### src/rtl/calseq_pkg.sv
package calseq_pkg;
    timeunit 1ns;
    timeprecision 1ps;

    localparam int CMD_CODE_W = 4;
    localparam int CMD_ADDR_W = 14;
    localparam int NUM_STAGES = 3;

    typedef enum logic [2:0] {
        CS_HOLD,
        CS_INIT,
        CS_RDV,
        CS_LAT,
        CS_PASS,
        CS_FAIL
    } cal_state_e;

    typedef struct packed {
        logic                  valid;
        logic [CMD_CODE_W-1:0] code;
        logic [CMD_ADDR_W-1:0] addr;
    } mem_cmd_t;

    function automatic logic in_stage(input cal_state_e s);
        return (s == CS_INIT) || (s == CS_RDV) || (s == CS_LAT);
    endfunction

    function automatic logic [NUM_STAGES-1:0] stage_go(input cal_state_e s);
        logic [NUM_STAGES-1:0] g;
        g = '0;
        case (s)
            CS_INIT: g[0] = 1'b1;
            CS_RDV:  g[1] = 1'b1;
            CS_LAT:  g[2] = 1'b1;
            default: g = '0;
        endcase
        return g;
    endfunction

    function automatic cal_state_e stage_after(input cal_state_e s);
        case (s)
            CS_INIT: return CS_RDV;
            CS_RDV:  return CS_LAT;
            CS_LAT:  return CS_PASS;
            default: return s;
        endcase
    endfunction
endpackage

### src/rtl/calseq_fsm.sv
module calseq_fsm
    import calseq_pkg::*;
(
    input  logic       clk,
    input  logic       rst,
    input  logic       wk_done,
    input  logic       wk_err,
    output cal_state_e state,
    output logic       step_ok
);
    timeunit 1ns;
    timeprecision 1ps;

    cal_state_e state_q, state_d;

    always_comb begin
        state_d = state_q;
        if (in_stage(state_q)) begin
            if (wk_err)
                state_d = CS_FAIL;
            else if (wk_done)
                state_d = stage_after(state_q);
        end else if (state_q == CS_HOLD) begin
            state_d = CS_INIT;
        end
    end

    always_ff @(posedge clk) begin
        if (rst)
            state_q <= CS_HOLD;
        else
            state_q <= state_d;
    end

    assign state   = state_q;
    assign step_ok = in_stage(state_q) && wk_done && !wk_err;

    AST_ORDER_RDV: assert property (@(posedge clk) disable iff (rst)
        (state_q == CS_RDV) |-> ($past(state_q) == CS_INIT || $past(state_q) == CS_RDV));
    AST_ORDER_LAT: assert property (@(posedge clk) disable iff (rst)
        (state_q == CS_LAT) |-> ($past(state_q) == CS_RDV || $past(state_q) == CS_LAT));
    AST_ORDER_PASS: assert property (@(posedge clk) disable iff (rst)
        (state_q == CS_PASS) |-> ($past(state_q) == CS_LAT || $past(state_q) == CS_PASS));
    AST_ERR_WINS: assert property (@(posedge clk) disable iff (rst)
        (in_stage(state_q) && wk_err) |=> (state_q == CS_FAIL));
    AST_FAIL_STICKY: assert property (@(posedge clk) disable iff (rst)
        (state_q == CS_FAIL) |=> (state_q == CS_FAIL));
    AST_PASS_STICKY: assert property (@(posedge clk) disable iff (rst)
        (state_q == CS_PASS) |=> (state_q == CS_PASS));
endmodule

### src/rtl/calseq_status.sv
module calseq_status
    import calseq_pkg::*;
#(
    parameter int               RES_W        = 6,
    parameter int               PREG_AW      = 4,
    parameter logic [PREG_AW-1:0] RDV_REG_ADDR = 4'd2,
    parameter logic [PREG_AW-1:0] LAT_REG_ADDR = 4'd3
) (
    input  logic               clk,
    input  logic               rst,
    input  cal_state_e         state,
    input  logic               step_ok,
    input  logic [RES_W-1:0]   wk_result,
    output logic               init_done,
    output logic               cal_pass,
    output logic               cal_fail,
    output logic               preg_we,
    output logic [PREG_AW-1:0] preg_addr,
    output logic [RES_W-1:0]   preg_wdata
);
    timeunit 1ns;
    timeprecision 1ps;

    logic search_ok;
    assign search_ok = step_ok && ((state == CS_RDV) || (state == CS_LAT));

    always_ff @(posedge clk) begin
        if (rst) begin
            init_done  <= 1'b0;
            preg_we    <= 1'b0;
            preg_addr  <= '0;
            preg_wdata <= '0;
        end else begin
            if (step_ok && state == CS_INIT)
                init_done <= 1'b1;
            preg_we <= search_ok;
            if (search_ok) begin
                preg_addr  <= (state == CS_RDV) ? RDV_REG_ADDR : LAT_REG_ADDR;
                preg_wdata <= wk_result;
            end
        end
    end

    assign cal_pass = (state == CS_PASS);
    assign cal_fail = (state == CS_FAIL);

    AST_PASS_FAIL_EXCL: assert property (@(posedge clk) disable iff (rst)
        !(cal_pass && cal_fail));
    AST_INIT_STICKY: assert property (@(posedge clk) disable iff (rst)
        init_done |=> init_done);
    AST_PREG_ADDR: assert property (@(posedge clk) disable iff (rst)
        preg_we |-> (preg_addr == RDV_REG_ADDR || preg_addr == LAT_REG_ADDR));
    AST_PREG_PULSE: assert property (@(posedge clk) disable iff (rst)
        (preg_we && preg_addr == LAT_REG_ADDR) |=> !preg_we);
endmodule

### src/rtl/calseq_cmd_mux.sv
module calseq_cmd_mux
    import calseq_pkg::*;
(
    input  logic     ctl_owner,
    input  logic     seq_live,
    input  mem_cmd_t wk_cmd,
    input  mem_cmd_t ctl_cmd,
    output mem_cmd_t mem_cmd,
    output logic     ctl_ready
);
    timeunit 1ns;
    timeprecision 1ps;

    always_comb begin
        if (ctl_owner) begin
            mem_cmd   = ctl_cmd;
            ctl_ready = 1'b1;
        end else begin
            mem_cmd       = wk_cmd;
            mem_cmd.valid = wk_cmd.valid && seq_live;
            ctl_ready     = 1'b0;
        end
    end
endmodule

### src/rtl/calseq_arbiter.sv
module calseq_arbiter
    import calseq_pkg::*;
#(
    parameter int               RES_W        = 6,
    parameter int               PREG_AW      = 4,
    parameter logic [PREG_AW-1:0] RDV_REG_ADDR = 4'd2,
    parameter logic [PREG_AW-1:0] LAT_REG_ADDR = 4'd3
) (
    input  logic                  clk,
    input  logic                  rst,
    output logic [NUM_STAGES-1:0] wk_go,
    input  logic                  wk_done,
    input  logic                  wk_err,
    input  logic [RES_W-1:0]      wk_result,
    input  logic                  wk_cmd_valid,
    input  logic [CMD_CODE_W-1:0] wk_cmd_code,
    input  logic [CMD_ADDR_W-1:0] wk_cmd_addr,
    input  logic                  ctl_cmd_valid,
    input  logic [CMD_CODE_W-1:0] ctl_cmd_code,
    input  logic [CMD_ADDR_W-1:0] ctl_cmd_addr,
    output logic                  ctl_cmd_ready,
    output logic                  mem_cmd_valid,
    output logic [CMD_CODE_W-1:0] mem_cmd_code,
    output logic [CMD_ADDR_W-1:0] mem_cmd_addr,
    output logic                  init_done,
    output logic                  cal_pass,
    output logic                  cal_fail,
    output logic                  preg_we,
    output logic [PREG_AW-1:0]    preg_addr,
    output logic [RES_W-1:0]      preg_wdata
);
    timeunit 1ns;
    timeprecision 1ps;

    cal_state_e state;
    logic       step_ok;
    mem_cmd_t   wk_cmd, ctl_cmd, mem_cmd;

    calseq_fsm i_fsm (
        .clk     (clk),
        .rst     (rst),
        .wk_done (wk_done),
        .wk_err  (wk_err),
        .state   (state),
        .step_ok (step_ok)
    );

    calseq_status #(
        .RES_W        (RES_W),
        .PREG_AW      (PREG_AW),
        .RDV_REG_ADDR (RDV_REG_ADDR),
        .LAT_REG_ADDR (LAT_REG_ADDR)
    ) i_status (
        .clk        (clk),
        .rst        (rst),
        .state      (state),
        .step_ok    (step_ok),
        .wk_result  (wk_result),
        .init_done  (init_done),
        .cal_pass   (cal_pass),
        .cal_fail   (cal_fail),
        .preg_we    (preg_we),
        .preg_addr  (preg_addr),
        .preg_wdata (preg_wdata)
    );

    assign wk_cmd  = '{valid: wk_cmd_valid,  code: wk_cmd_code,  addr: wk_cmd_addr};
    assign ctl_cmd = '{valid: ctl_cmd_valid, code: ctl_cmd_code, addr: ctl_cmd_addr};

    calseq_cmd_mux i_mux (
        .ctl_owner (cal_pass),
        .seq_live  (in_stage(state)),
        .wk_cmd    (wk_cmd),
        .ctl_cmd   (ctl_cmd),
        .mem_cmd   (mem_cmd),
        .ctl_ready (ctl_cmd_ready)
    );

    assign mem_cmd_valid = mem_cmd.valid;
    assign mem_cmd_code  = mem_cmd.code;
    assign mem_cmd_addr  = mem_cmd.addr;
    assign wk_go         = stage_go(state);

    AST_RESET_STATE: assert property (@(posedge clk) disable iff (rst)
        $past(rst) |-> (!cal_pass && !cal_fail && !ctl_cmd_ready && !init_done && !preg_we));
    AST_GO_ONEHOT: assert property (@(posedge clk) disable iff (rst)
        $onehot0(wk_go));
    AST_CTL_LOCKOUT: assert property (@(posedge clk) disable iff (rst)
        ctl_cmd_ready |-> cal_pass);
    AST_SEQ_SOURCE: assert property (@(posedge clk) disable iff (rst)
        (!cal_pass && mem_cmd_valid) |-> (wk_cmd_valid && mem_cmd_code == wk_cmd_code));
    AST_FAIL_QUIET: assert property (@(posedge clk) disable iff (rst)
        cal_fail |-> (!mem_cmd_valid && !ctl_cmd_ready && wk_go == '0));
endmodule

### config.mk
export PLATFORM = sky130hd
export DESIGN_NAME = calseq_arbiter
export DESIGN_NICKNAME = d
export VERILOG_FILES = /design/src/rtl/calseq_pkg.sv /design/src/rtl/calseq_fsm.sv /design/src/rtl/calseq_status.sv /design/src/rtl/calseq_cmd_mux.sv /design/src/rtl/calseq_arbiter.sv
export SDC_FILE = /design/constraint.sdc
export NUM_CORES = 1
export LEC_CHECK = 0
export ABC_CLOCK_PERIOD_IN_PS = 1500
export CAP_MARGIN = 20
export CORE_MARGIN = 1
export CORE_UTILIZATION = 29
export CTS_CLUSTER_SIZE = 8
export DETAILED_ROUTE_END_ITERATION = 8
export HOLD_SLACK_MARGIN = 0.03
export PLACE_DENSITY = 0.77
export SLEW_MARGIN = 20
export SYNTH_ARGS = -nofsm -noshare
export SYNTH_HDL_FRONTEND = slang
export SYNTH_SLANG_ARGS = --single-unit
### constraint.sdc
create_clock -name clk -period 1.5 [get_ports clk]
set_input_delay 0.3 -clock clk [delete_from_list [all_inputs] [get_ports clk]]
set_output_delay 0.3 -clock clk [all_outputs]
set_load 0.1 [all_outputs]
After elaboration in Yosys (flattened, before gate mapping)

Cells that the tools add are included.

Register bits: 15
Bits in latches: 0
Bits in writable memories: 0
ROM bits: 0
Output and inout port bits: 37
Logic and storage cells: 35
Memories: 0

Add/subtract/negate cells: 0
Multipliers: 0
Div/mod/pow operators: 0
Order comparisons: 0
Equal/unequal tests: 7
Shifts and indexed selects: 0
Muxes and demuxes: 11
Bitwise gates (word level): 0
Reductions and logical operators: 12

Operators by type and width:

| cell                                          | count |
|---|---|
| 2-to-1 mux 19 bit                             | 1 |
| 2-to-1 mux 3 bit                              | 4 |
| case mux 3 bit (3 select lines)               | 1 |
| == test 3 x 2 -> 1 bit, second input constant | 2 |
| == test 3 bit, second input constant          | 2 |
| logical AND 1 bit                             | 5 |
| 2-to-1 mux 1 bit                              | 5 |
| inequality test 5 bit, second input constant  | 1 |
| == test 3 x 1 -> 1 bit, second input constant | 1 |
| zero test 3 bit                               | 1 |
| logical OR 1 bit                              | 3 |
| inequality test 3 bit, second input constant  | 1 |
| AND reduction 3 bit                           | 1 |
| nonzero test 2 bit                            | 1 |
| zero test 1 bit                               | 1 |

Depth between registers and ports, before layout

Depth in word-level cells: 6
Mapped depth: 4

Modules after synthesis

A second synthesis with hierarchy kept.

Cells, all modules: 91
Area, all modules: 949.7 um^2

Modules (own cells, without submodules):

| module         | instances | cells each | area an instance (um^2) | seq. area each (um^2) |
|---|---|---|---|---|
| calseq_status  | 1         | 46         | 457.9                   | 200.2 |
| calseq_cmd_mux | 1         | 24         | 312.8                   | 0.0 |
| calseq_fsm     | 1         | 17         | 143.9                   | 60.1 |
| calseq_arbiter | 1         | 4          | 35.0                    | 0.0 |

Worst setup path after synthesis

OpenSTA, ideal clock, no wires.

Kind: reg-to-output
Start point: reg i_fsm.state_q[1] (netlist: i_fsm.state[1])
End point: out wk_go[1]
Arrival time: 2851 ps
Data required time: 1200 ps
Path slack: -1651 ps
Stages on the path, launching flop included: 3
Cells stage by stage: dfxtp_1 -> clkbuf_1 -> nor3b_1

Longest elaborated chain between the ends: 2

Ends and longest elaborated chain:

| item                   | line                 | source |
|---|---|---|
| from (decl)            | calseq_fsm.sv:14     | `cal_state_e state_q, state_d;` |
| from (signal assigned) | calseq_fsm.sv:32     | `state_q <= state_d;` |
| == test 3 x 2 -> 1 bit | calseq_pkg.sv:31     | `case (s)` |
| 2-to-1 mux 1 bit       | calseq_pkg.sv:31     |  |
| to (decl)              | calseq_arbiter.sv:11 | `output logic [NUM_STAGES-1:0] wk_go,` |

Every way passes these cells.

Worst setup path in the final report

Start point: reg i_fsm.state_q[0] (netlist: i_fsm.state[0])
End point: out mem_cmd_addr[10]

Longest elaborated chain between the ends: 2

Ends and longest elaborated chain:

| item              | line                 | source |
|---|---|---|
| == test 3 bit     | calseq_status.sv:44  | `assign cal_pass = (state == CS_PASS);` |
| 2-to-1 mux 19 bit | calseq_cmd_mux.sv:15 | `if (ctl_owner) begin` |
| to (decl)         | calseq_arbiter.sv:24 | `output logic [CMD_ADDR_W-1:0] mem_cmd_addr,` |

Every way passes these cells.

==> results.json <==
{
  "hp-class": "reg2reg",
  "final_util_pct": 80.7,
  "syn_avg_cell_area_sq_um": 10.3,
  "num_antenna_cells": 0,
  "cts.sink_count": 13,
  "crit_slowest_cell": "dfxtp_2",
  "core_area_sq_um": 2780,
  "cap_viol_max_count": 0,
  "ys_types": 27,
  "first_iter_violations": 25,
  "vias_per_cell": 4.64,
  "p_leak_nw": 0.925,
  "drtAntennaViolNets": 0,
  "worstSetupEndpointType": "output pin",
  "setup_viol_count_final": 25,
  "syn-instance-count": 83,
  "setup_ws_ns": -0.371,
  "critical-path-top-delay-family": "buffers and inverters",
  "io_pins": 85,
  "final_cells": 204,
  "r2r_end": "i_fsm.state[1]$_SDFFE_PP0P_",
  "crit_fanout": 19,
  "cts_htree_levels": 1,
  "max_stage_delay_ns": 0.34,
  "die_h_um": 56.3,
  "layout-drive-gt1-share_pct": 47.4,
  "final_area_sq_um": 2240,
  "fillerInstances": 174,
  "cts_root_buf": "clkbuf_4",
  "drt_drc_violations_left": 0,
  "peakVddDrop_mv": 0.886,
  "finClkSkew_ns": 0.00183,
  "syn_area_sq_um": 856,
  "r2r_start": "i_fsm.state[0]$_SDFFE_PP0P_",
  "wirelength_um": 3040,
  "r2r_setup_slack_ns": 0.13,
  "outcome": "finished with violations",
  "required_ns": 1.20,
  "min-delay-start": "i_status.init_done$_SDFFE_PP0P_",
  "vias": 946,
  "grt_pass1_vias": 995,
  "cp-endpoint": "mem_cmd_addr[10]",
  "min_period_ns": 1.87,
  "grt_pass1_wl_um": 4860,
  "rsz0062_at_grt": "yes",
  "crit_top_cell": "buf_12",
  "antenna_found_initial": 0,
  "clkTransAtPathRegs_ns": 0.08,
  "period_share_pct": 125,
  "grt_start_max_net_pins": 20,
  "portBuffers": 82,
  "crit_path_start": "i_fsm.state[0]$_SDFFE_PP0P_",
  "grt_remaining_overflow": 0,
  "wl_per_cell_um": 14.9,
  "cp.arrival_ns": 1.57,
  "nets": 222,
  "cts_buffer_depth": 2,
  "start_util_pct": 30.8,
  "crit_chain": "nor3b_4 -> buf_12 -> mux2_4 -> buf_12",
  "r2r_cells": 7,
  "dp_cells": 197,
  "worstSetupPathType": "reg2out",
  "row_count": 19,
  "die_area_sq_um": 3170,
  "power_density_nw_per_um2": 746,
  "die_x_um": 56.3,
  "ys_warn_count": 0,
  "yosysSeqAreaShare_pct": 30.4,
  "cts_buffers": 3,
  "final.setup.tns_ns": -7.79,
  "slew_violations": 0,
  "violations": "setup timing",
  "critical_path_buf_inv_count": 2,
  "area_growth_pct": 162,
  "fmax_mhz": 535,
  "place.gp.congestion": 0.705,
  "ys_ff_latch": 13,
  "cp.depth": 4,
  "dpl_cell_area_sq_um": 2170,
  "firstDrtPassIters": 4,
  "worstSkewPairLatency_ns": 0.27,
  "grt_use_total_pct": 19.7,
  "hold_violations": 0,
  "cts_tree": "built",
  "crit_path_start_kind": "flop"
}
-- synth_stat cells --
master / count / area [sq um]
nor2b_1: 1 / 6.26
a21oi_2: 1 / 8.76
buf_4: 3 / 22.5
nor3b_2: 1 / 12.5
a21oi_1: 4 / 20.0
buf_2: 2 / 10.0
clkbuf_1: 2 / 7.51
a21o_1: 1 / 7.51
conb_1: 1 / 3.75
buf_6: 2 / 22.5
a221oi_1: 1 / 8.76
mux2i_1: 6 / 60.1
mux2_4: 9 / 135
dfxtp_1: 13 / 260
nor2_1: 11 / 41.3
o21ai_0: 2 / 10.0
buf_12: 1 / 20.0
nand2b_1: 2 / 12.5
and4bb_1: 1 / 12.5
o32ai_1: 1 / 8.76
inv_1: 1 / 3.75
nand2_1: 2 / 7.51
o21a_1: 1 / 7.51
and4bb_2: 1 / 12.5
nor3b_1: 2 / 15.0
and3b_1: 2 / 17.5
mux2_2: 9 / 101
-- report_power, final --
group          internal (W)  leakage (nW)  switching, W
Combinational      0.000472         0.804      0.000623
Clock              0.000103        0.0150      0.000111
Sequential         0.000356         0.106    0.00000881
-- cells by family after synthesis --
logic type | count (synthesis) | synth area share [%]
other cells | 1 | 0.438
flops | 13 | 30.4
buf+inv | 11 | 10.1
simple gates | 23 | 16.1
compound gates | 11 | 8.33
mux | 24 | 34.6
-- timing repair --
action / 4_1_cts / 5_1_grt
hold buffers: 0 / 0
gates resized for setup: 6 / 2
pin swaps: 2 / 1
setup buffers: 2 / 1
setup endpoints to repair: 25 / 25
-- flip-flops by register name, summed over array words and instances (netlist names) --
register / flops
i_status.preg_wdata: 6
i_fsm.state: 3
i_status.preg_addr: 2
i_status.init_done: 1
i_status.preg_we: 1
-- cell type report --
type / instances / area (sq um) / area share (%)
Inverter: 1 / 3.75 / 0.167
Sequential cell: 13 / 264 / 11.8
Clock buffer: 4 / 26.3 / 1.17
Multi-Input combinational cell: 60 / 616 / 27.4
Tap cell: 31 / 38.8 / 1.73
Timing Repair Buffer: 95 / 1290 / 57.7
-- placed cells by master, fill, tap and decap left out, types with 2 or more instances in the layout --
| cell type | netlist | final |
|---|---|---|
| buf_12 | 1 | 36 |
| buf_6 | 2 | 2 |
| a21oi_1 | 4 | 4 |
| clkdlybuf4s50_1 | 0 | 46 |
| and3b_2 | 0 | 2 |
| nand2b_1 | 2 | 2 |
| dfxtp_1 | 13 | 10 |
| mux2i_1 | 6 | 6 |
| dfxtp_2 | 0 | 3 |
| conb_1 | 1 | 2 |
| mux2_4 | 9 | 18 |
| buf_4 | 3 | 9 |
| nor2_1 | 11 | 11 |
| nor3b_4 | 0 | 3 |
| clkbuf_4 | 0 | 3 |
-- routing by layer --
layer,track usage (%),vias to the layer above,part of all wire (%)
met4,5.23,0,0
met5,0,-,0
li1,-,466,-
met3,5.07,0,7.8
met1,21.2,425,38
met2,37.8,55,55
-- tightest hold or removal path, cell delays in order (launching register included) --
cell and delay, ns:
dfxtp_1 0.34, inv_1 0.06, a21oi_1 0.05
-- how the worst min path moves through the flow --
stage                                            to  slack, ns  cells after the start
floorplan           i_status.init_done$_SDFFE_PP0P_       0.37                      1
global placement    i_status.init_done$_SDFFE_PP0P_       0.47                      2
detailed placement  i_status.init_done$_SDFFE_PP0P_       0.47                      2
CTS                 i_status.init_done$_SDFFE_PP0P_       0.49                      2
global route        i_status.init_done$_SDFFE_PP0P_       0.54                      2
finish              i_status.init_done$_SDFFE_PP0P_       0.48                      2
-- through the flow --
| step | setup slack [ns] | hold WS (ns) | total power (W) |
|---|---|---|---|
| after CTS | -0.378 | 0.486 | 0.00168 |
| after detailed placement | -0.193 | 0.474 | 0.00144 |
| after global routing | -0.435 | 0.541 | 0.00173 |
| after floorplan | -0.160 | 0.369 | 0.00103 |
| final | -0.371 | 0.484 | 0.00167 |
| after global placement | -0.159 | 0.474 | 0.00143 |
No activity file was read; power rests on OpenSTA's default activity.
